## src/rtl/nand_cmd_pkg.sv

```systemverilog
package nand_cmd_pkg;
   typedef enum logic [1:0] {
      MODE_IDLE    = 2'd0,
      MODE_ID_ADDR = 2'd1,
      MODE_ID_OUT  = 2'd2,
      MODE_STATUS  = 2'd3
   } mode_e;

   localparam logic [7:0] OP_RESET   = 8'hFF;
   localparam logic [7:0] OP_READ_ID = 8'h90;
   localparam logic [7:0] OP_STATUS  = 8'h70;
   localparam logic [7:0] ID_ADDR    = 8'h00;
   localparam logic [7:0] MAKER_BYTE = 8'hEC;

   // status: [7] not write-protected, [6] ready, [5:0] zero (pass)
   function automatic logic [7:0] status_byte(input logic rdy, input logic unlocked);
      return {unlocked, rdy, 6'b0};
   endfunction
endpackage

```

## src/rtl/nand_in_align.sv

```systemverilog
module nand_in_align #(
   parameter int unsigned           W       = 14,
   parameter int unsigned           STAGES  = 0,
   parameter logic [W-1:0]          IDLE_VAL = '0
) (
   input  logic         clk,
   input  logic         rst_n,
   input  logic [W-1:0] d,
   output logic [W-1:0] q
);
   if (STAGES > 4) begin : g_bad_stages
      $error("nand_in_align: STAGES above 4 not supported");
   end

   if (STAGES == 0) begin : g_direct
      assign q = d;
   end else begin : g_sync
      logic [W-1:0] pipe [STAGES];
      always_ff @(posedge clk or negedge rst_n) begin
         if (!rst_n) begin
            for (int i = 0; i < int'(STAGES); i++) pipe[i] <= IDLE_VAL;
         end else begin
            pipe[0] <= d;
            for (int i = 1; i < int'(STAGES); i++) pipe[i] <= pipe[i-1];
         end
      end
      assign q = pipe[STAGES-1];
   end
endmodule

```

## src/rtl/nand_cycle_timer.sv

```systemverilog
module nand_cycle_timer #(
   parameter int unsigned CYCLES     = 4,
   parameter bit          START_FULL = 1'b0
) (
   input  logic clk,
   input  logic rst_n,
   input  logic load,
   output logic idle
);
   localparam int unsigned   CW      = (CYCLES < 2) ? 1 : $clog2(CYCLES + 1);
   localparam logic [CW-1:0] FULL    = CW'(CYCLES);
   localparam logic [CW-1:0] RST_VAL = START_FULL ? FULL : '0;

   if (CYCLES < 1) begin : g_bad_cycles
      $error("nand_cycle_timer: CYCLES must be at least 1");
   end

   logic [CW-1:0] cnt;

   always_ff @(posedge clk or negedge rst_n) begin
      if (!rst_n)             cnt <= RST_VAL;
      else if (load)          cnt <= FULL;
      else if (cnt != '0)     cnt <= cnt - 1'b1;
   end

   assign idle = (cnt == '0);
endmodule

```

## src/rtl/nand_card_ctrl.sv

```systemverilog
module nand_card_ctrl
   import nand_cmd_pkg::*;
#(
   parameter int unsigned CLK_MHZ     = 250,
   parameter int unsigned PWRUP_NS    = 1000,
   parameter int unsigned BUSY_NS     = 5000,
   parameter int unsigned PWRUP_CYC   = (CLK_MHZ * PWRUP_NS) / 1000,
   parameter int unsigned BUSY_CYC    = (CLK_MHZ * BUSY_NS) / 1000,
   parameter int unsigned SYNC_STAGES = 0,
   parameter logic [7:0]  DEV_CODE    = 8'h75
) (
   input  logic       clk,
   input  logic       rst_n,
   input  logic       chip_sel_n,
   input  logic       cmd_sel,
   input  logic       addr_sel,
   input  logic       wr_strobe_n,
   input  logic       rd_strobe_n,
   input  logic       wr_lock_n,
   input  logic [7:0] bus_in,
   output logic [7:0] bus_out,
   output logic       bus_drive,
   output logic       ready
);
   localparam int unsigned BW       = 14;
   localparam logic [BW-1:0] IDLE_B = {1'b1, 1'b0, 1'b0, 1'b1, 1'b1, 1'b1, 8'h00};
   localparam int unsigned ID_LAST  = 2;

   if (PWRUP_CYC < 1 || BUSY_CYC < 1) begin : g_bad_timing
      $error("nand_card_ctrl: timing parameters must be at least one cycle");
   end

   // aligned view of the pins
   logic [BW-1:0] raw_b, al_b;
   logic          s_cs_n, s_cmd, s_addr, s_wr_n, s_rd_n, s_lock_n;
   logic [7:0]    s_bus;

   assign raw_b = {chip_sel_n, cmd_sel, addr_sel, wr_strobe_n, rd_strobe_n, wr_lock_n, bus_in};

   nand_in_align #(.W(BW), .STAGES(SYNC_STAGES), .IDLE_VAL(IDLE_B)) u_align (
      .clk   (clk),
      .rst_n (rst_n),
      .d     (raw_b),
      .q     (al_b)
   );

   assign {s_cs_n, s_cmd, s_addr, s_wr_n, s_rd_n, s_lock_n, s_bus} = al_b;

   // strobe edge detection
   logic wr_q, rd_q;
   always_ff @(posedge clk or negedge rst_n) begin
      if (!rst_n) begin
         wr_q <= 1'b1;
         rd_q <= 1'b1;
      end else begin
         wr_q <= s_wr_n;
         rd_q <= s_rd_n;
      end
   end

   logic wr_rise, rd_rise, pwr_ok, accept, cmd_hit, addr_hit, busy_load;

   assign wr_rise = s_wr_n & ~wr_q;
   assign rd_rise = s_rd_n & ~rd_q;

   nand_cycle_timer #(.CYCLES(PWRUP_CYC), .START_FULL(1'b1)) u_pwrup (
      .clk   (clk),
      .rst_n (rst_n),
      .load  (1'b0),
      .idle  (pwr_ok)
   );

   assign accept    = wr_rise & ~s_cs_n & pwr_ok;
   assign cmd_hit   = accept & s_cmd & ~s_addr;
   assign addr_hit  = accept & s_addr & ~s_cmd;
   assign busy_load = cmd_hit & (s_bus == OP_RESET) & ready;

   nand_cycle_timer #(.CYCLES(BUSY_CYC), .START_FULL(1'b0)) u_busy (
      .clk   (clk),
      .rst_n (rst_n),
      .load  (busy_load),
      .idle  (ready)
   );

   // command state
   mode_e      mode_q, mode_d;
   logic [1:0] id_idx;

   always_comb begin
      mode_d = mode_q;
      if (cmd_hit) begin
         unique case (s_bus)
            OP_READ_ID: mode_d = MODE_ID_ADDR;
            OP_STATUS:  mode_d = MODE_STATUS;
            default:    mode_d = MODE_IDLE;
         endcase
      end else if (addr_hit && mode_q == MODE_ID_ADDR) begin
         mode_d = (s_bus == ID_ADDR) ? MODE_ID_OUT : MODE_IDLE;
      end
   end

   always_ff @(posedge clk or negedge rst_n) begin
      if (!rst_n) begin
         mode_q <= MODE_IDLE;
         id_idx <= '0;
      end else begin
         mode_q <= mode_d;
         if (addr_hit && mode_d == MODE_ID_OUT)
            id_idx <= '0;
         else if (rd_rise && !s_cs_n && mode_q == MODE_ID_OUT && id_idx != 2'(ID_LAST))
            id_idx <= id_idx + 1'b1;
      end
   end

   // response multiplexer, registered
   logic       read_on;
   logic [7:0] resp;

   assign read_on = ~s_cs_n & ~s_rd_n & (mode_q == MODE_STATUS || mode_q == MODE_ID_OUT);

   always_comb begin
      if (mode_q == MODE_STATUS)  resp = status_byte(ready, s_lock_n);
      else if (id_idx == 2'd0)    resp = MAKER_BYTE;
      else if (id_idx == 2'd1)    resp = DEV_CODE;
      else                        resp = 8'h00;
   end

   always_ff @(posedge clk or negedge rst_n) begin
      if (!rst_n) begin
         bus_drive <= 1'b0;
         bus_out   <= 8'h00;
      end else begin
         bus_drive <= read_on;
         bus_out   <= read_on ? resp : 8'h00;
      end
   end
endmodule

```

## config.mk

```make
export PLATFORM = sky130hd
export DESIGN_NAME = nand_card_ctrl
export DESIGN_NICKNAME = d
export VERILOG_FILES = /design/src/rtl/nand_cmd_pkg.sv /design/src/rtl/nand_in_align.sv /design/src/rtl/nand_cycle_timer.sv /design/src/rtl/nand_card_ctrl.sv
export SDC_FILE = /design/constraint.sdc
export NUM_CORES = 1
export LEC_CHECK = 0
export CAP_MARGIN = 20
export CORE_MARGIN = 3
export CORE_UTILIZATION = 37
export DETAILED_ROUTE_END_ITERATION = 10
export DONT_BUFFER_PORTS = 1
export GPL_ROUTABILITY_DRIVEN = 0
export PLACE_DENSITY = 0.49
export SLEW_MARGIN = 20
export SYNTH_ARGS = -nofsm -noshare
export SYNTH_HDL_FRONTEND = slang
export SYNTH_SLANG_ARGS = --single-unit
```

## constraint.sdc

```tcl
create_clock -name clk -period 5.4 [get_ports clk]
set_clock_uncertainty 0.05 [all_clocks]
set_input_delay 0.54 -clock clk [delete_from_list [all_inputs] [get_ports clk]]
set_output_delay 0.54 -clock clk [all_outputs]
set_load 0.005 [all_outputs]
```

==> summary.txt <==
Sw Pwr -> 129.2 uW
Post-Syn Area -> 1612 um2
Synth Instances -> 154
Critical Path Max Stage Delay -> 0.71 ns
Cell Int Power -> 422.2 uW
Row count -> 23
Crit path arrival time -> 2.13 ns
Mux share of post-synthesis cell area -> 0.01941
Die Ht -> 72.00 um
Clk Latency, worst-skew pair -> 0.28 ns
Final min period -> 2.718 ns
Slowest CP cell -> nor4_4
CTS Buf Count -> 5
Sequential area share after synthesis -> 0.4876
Simple-Gate Fraction of Synth Area -> 0.2298
Final Hold Viols -> 0
Die Width -> 72.00 um
Clk sink count -> 31
Core area -> 4086 um2
Slew margin rel. -> 0.4420
Most common cell after layout, fill and taps aside -> dfrtp_1
Htree depth -> 2
Layout Cells excl Fill -> 208
Main combinational cell family by area after synthesis -> simple AND/OR/NAND/NOR gates
Status -> complete, no violations
Largest net degree at the start of global routing -> 24
First-pass GRT wire length -> 4974 um
Min-delay worst type -> in2async
RSZ-0062 raised after global routing -> false
XOR/XNOR Fraction of Synth Area -> 0.04891
Buffers on Ports -> 0
Vias in the first global route -> 1,088
Yosys reg bits -> 31
DRT iter0 DRCs -> 33
Share of the synthesized area in compound gates (AO/OA/AOI/OAI) -> 0.1180
Synth Net Count -> 176
Detailed Route WL -> 2952 um
Worst slew pin tran -> 0.8307 ns
Top delay family on crit path -> simple AND/OR/NAND/NOR gates
Worst-path maximum fanout -> 15
Number of distinct library cells after synthesis -> 49
Diode count -> 0
Synth Area in Adders -> 0.04658
HPWL after DPL -> 2114 um
IO Pins -> 26
DR WL/cell -> 14.19 um
DP Worst Slack -> 2.980 ns
Post-CTS setup buffer count -> 0
Syn. warnings -> 0
# DRC -> 0
Total grt overflow -> 0
CTS tree -> done
P_leak -> 0.7794 nW
Max-cap violations -> 0
Fmax -> 0.3679 GHz
Cell Count Post-Placement -> 199
Flop pwr share -> 0.470
Reg2Reg Setup Slack -> 3.04 ns
Worst-case vdd ir drop -> 0.1290 mV
Initial core utilization -> 0.3944
Logic pwr share -> 0.105
Critical path class -> reg2out
Syn_area_per_cell -> 10.46 um2
Setup crit end kind -> output pin
Antenna-violating nets left -> 0
Share of cells above drive strength 1 -> 0.1582
CTS Root Buffer Type -> clkbuf_8
Final Cycle Share -> 0.5033
Crit start category -> register
Drt pass-1 iters -> 4
Setup violators final -> 0
Synthesis-to-layout area growth -> 10.02%
DR vias -> 1,130
Initial antenna violation count -> 0
Overall routing resource usage -> 0.1242
Most frequent cells in the layout -> 23 x dfrtp_1, 11 x nor2_1, 9 x inv_1, 8 x dfstp_2, 7 x o21ai_1
Final WS setup -> 2.682 ns
TNS Setup -> 0 ns
Layout Nets -> 179
Die ar. -> 5183 um2
Clock-pin slew on the worst setup and hold paths -> 0.07 ns
Via/cell ratio -> 5.433
Pwr dens -> 311.0 nW/um2
Critical path buffers and inverters -> 1
Fin. max-slew vios -> 0
Worst Path Required -> 4.81 ns
Switching Share -> 0.2343
Clock Power Share -> 0.426
Cells along the critical path -> inv_1 > ha_1 > or4b_4 > nor4_4
Clk buf depth -> 2
## flip-flops by register name, summed over array words and instances, names as in the netlist
| signal | count |
|---|---|
| bus_drive | 1 |
| bus_out | 5 |
| id_idx | 2 |
| mode_q | 2 |
| rd_q | 1 |
| u_busy.cnt | 11 |
| u_pwrup.cnt | 8 |
| wr_q | 1 |
## power groups by stage
stage	Combinational (mW)	Sequential, mW	Clock [mW]
2_1_floorplan	0.0465	0.259	0
3_3_place_gp	0.0511	0.262	0
3_5_place_dp	0.0528	0.263	0
4_1_cts	0.0583	0.259	0.242
5_1_grt	0.0648	0.260	0.251
6_report	0.0577	0.259	0.235
## metrics by stage
| stage | power [mW] | utilization | area (um2) | hold slack (ns) |
|---|---|---|---|---|
| global route | 0.5762 | 0.4339 | 1773 | 0.01540 |
| floorplan | 0.3060 | - | 1612 | 0.1944 |
| detailed placement | 0.3158 | 0.4002 | 1635 | 0.1956 |
| finish | 0.5513 | 0.4339 | 1773 | 0.01662 |
| global placement | 0.3131 | 0.4002 | 1635 | 0.1957 |
| CTS | 0.5591 | 0.4339 | 1773 | 0.01434 |
## cell type report
cell class,instances,area (um2)
Clock buffer,6,82.58
Clock inverter,2,35.03
Fill cell,390,2313
Inverter,10,37.54
Multi-Input combinational cell,108,749.5
Sequential cell,31,785.8
Tap cell,50,62.56
Timing Repair Buffer,1,20.02
## cell usage after synthesis (all sizes together)
library cell | n | area share
nand4 | 1 | 0.0039
o21ai | 9 | 0.028
o31ai | 2 | 0.0093
ha | 6 | 0.047
dfstp | 8 | 0.13
and2 | 1 | 0.0039
a21o | 2 | 0.0093
o22ai | 1 | 0.0039
mux2 | 1 | 0.0070
nor3b | 2 | 0.0093
inv | 10 | 0.023
or4b | 1 | 0.0085
o41ai | 1 | 0.010
nand3 | 6 | 0.019
a22oi | 2 | 0.0093
nor4bb | 1 | 0.0062
and3 | 3 | 0.012
dfrtp | 23 | 0.36
a31o | 1 | 0.0054
nor3 | 4 | 0.016
mux2i | 2 | 0.012
buf | 5 | 0.024
xnor2 | 5 | 0.027
a2111oi | 1 | 0.0054
or3b | 1 | 0.0054
nand2 | 7 | 0.018
nor2 | 11 | 0.026
a31oi | 2 | 0.0078
nor4 | 7 | 0.036
or3 | 3 | 0.015
xor2 | 4 | 0.022
a2bb2oi | 1 | 0.0054
nor2b | 2 | 0.0078
or4 | 2 | 0.0093
nor4b | 1 | 0.0054
a21oi | 7 | 0.024
nand3b | 1 | 0.0047
nand4b | 1 | 0.0054
nand2b | 5 | 0.019
conb | 1 | 0.0023
## metal layers
layer,vias up,GRT usage,part of all wire
met1,539,0.1534,0.45
met2,30,0.1837,0.46
met5,-,0,0
li1,553,-,-
met3,8,0.04294,0.059
met4,0,0.08142,0.027
## cells by family (layout without fill, tap and decap cells)
group / after synthesis / count (layout)
compound gates: 29 / 29
xor+xnor: 9 / 9
fa+ha+maj: 6 / 6
buf+inv: 15 / 19
flops: 31 / 31
mux: 3 / 3
other cells: 1 / 1
simple gates: 60 / 60
## worst paths after layout
path,startpoint,endpoint,depth (start not counted)
hold reg to reg,u_busy.cnt[9]$_DFFE_PN0P_,u_busy.cnt[9]$_DFFE_PN0P_,1
hold / removal,rst_n,u_busy.cnt[6]$_DFFE_PN0P_,1
min in group clk,wr_strobe_n,wr_q$_DFF_PN1_,0
setup / recovery,u_busy.cnt[0]$_DFFE_PN0P_,ready,4
max in group asynchronous,rst_n,u_busy.cnt[4]$_DFFE_PN0P_,1
setup reg to reg,u_busy.cnt[0]$_DFFE_PN0P_,u_busy.cnt[9]$_DFFE_PN0P_,6
## what timing repair did
action,in CTS,in global routing
hold buffers,1,0
hold endpoints to repair,23,0
resized for setup,0,0
(Power assumes the default switching activity.)
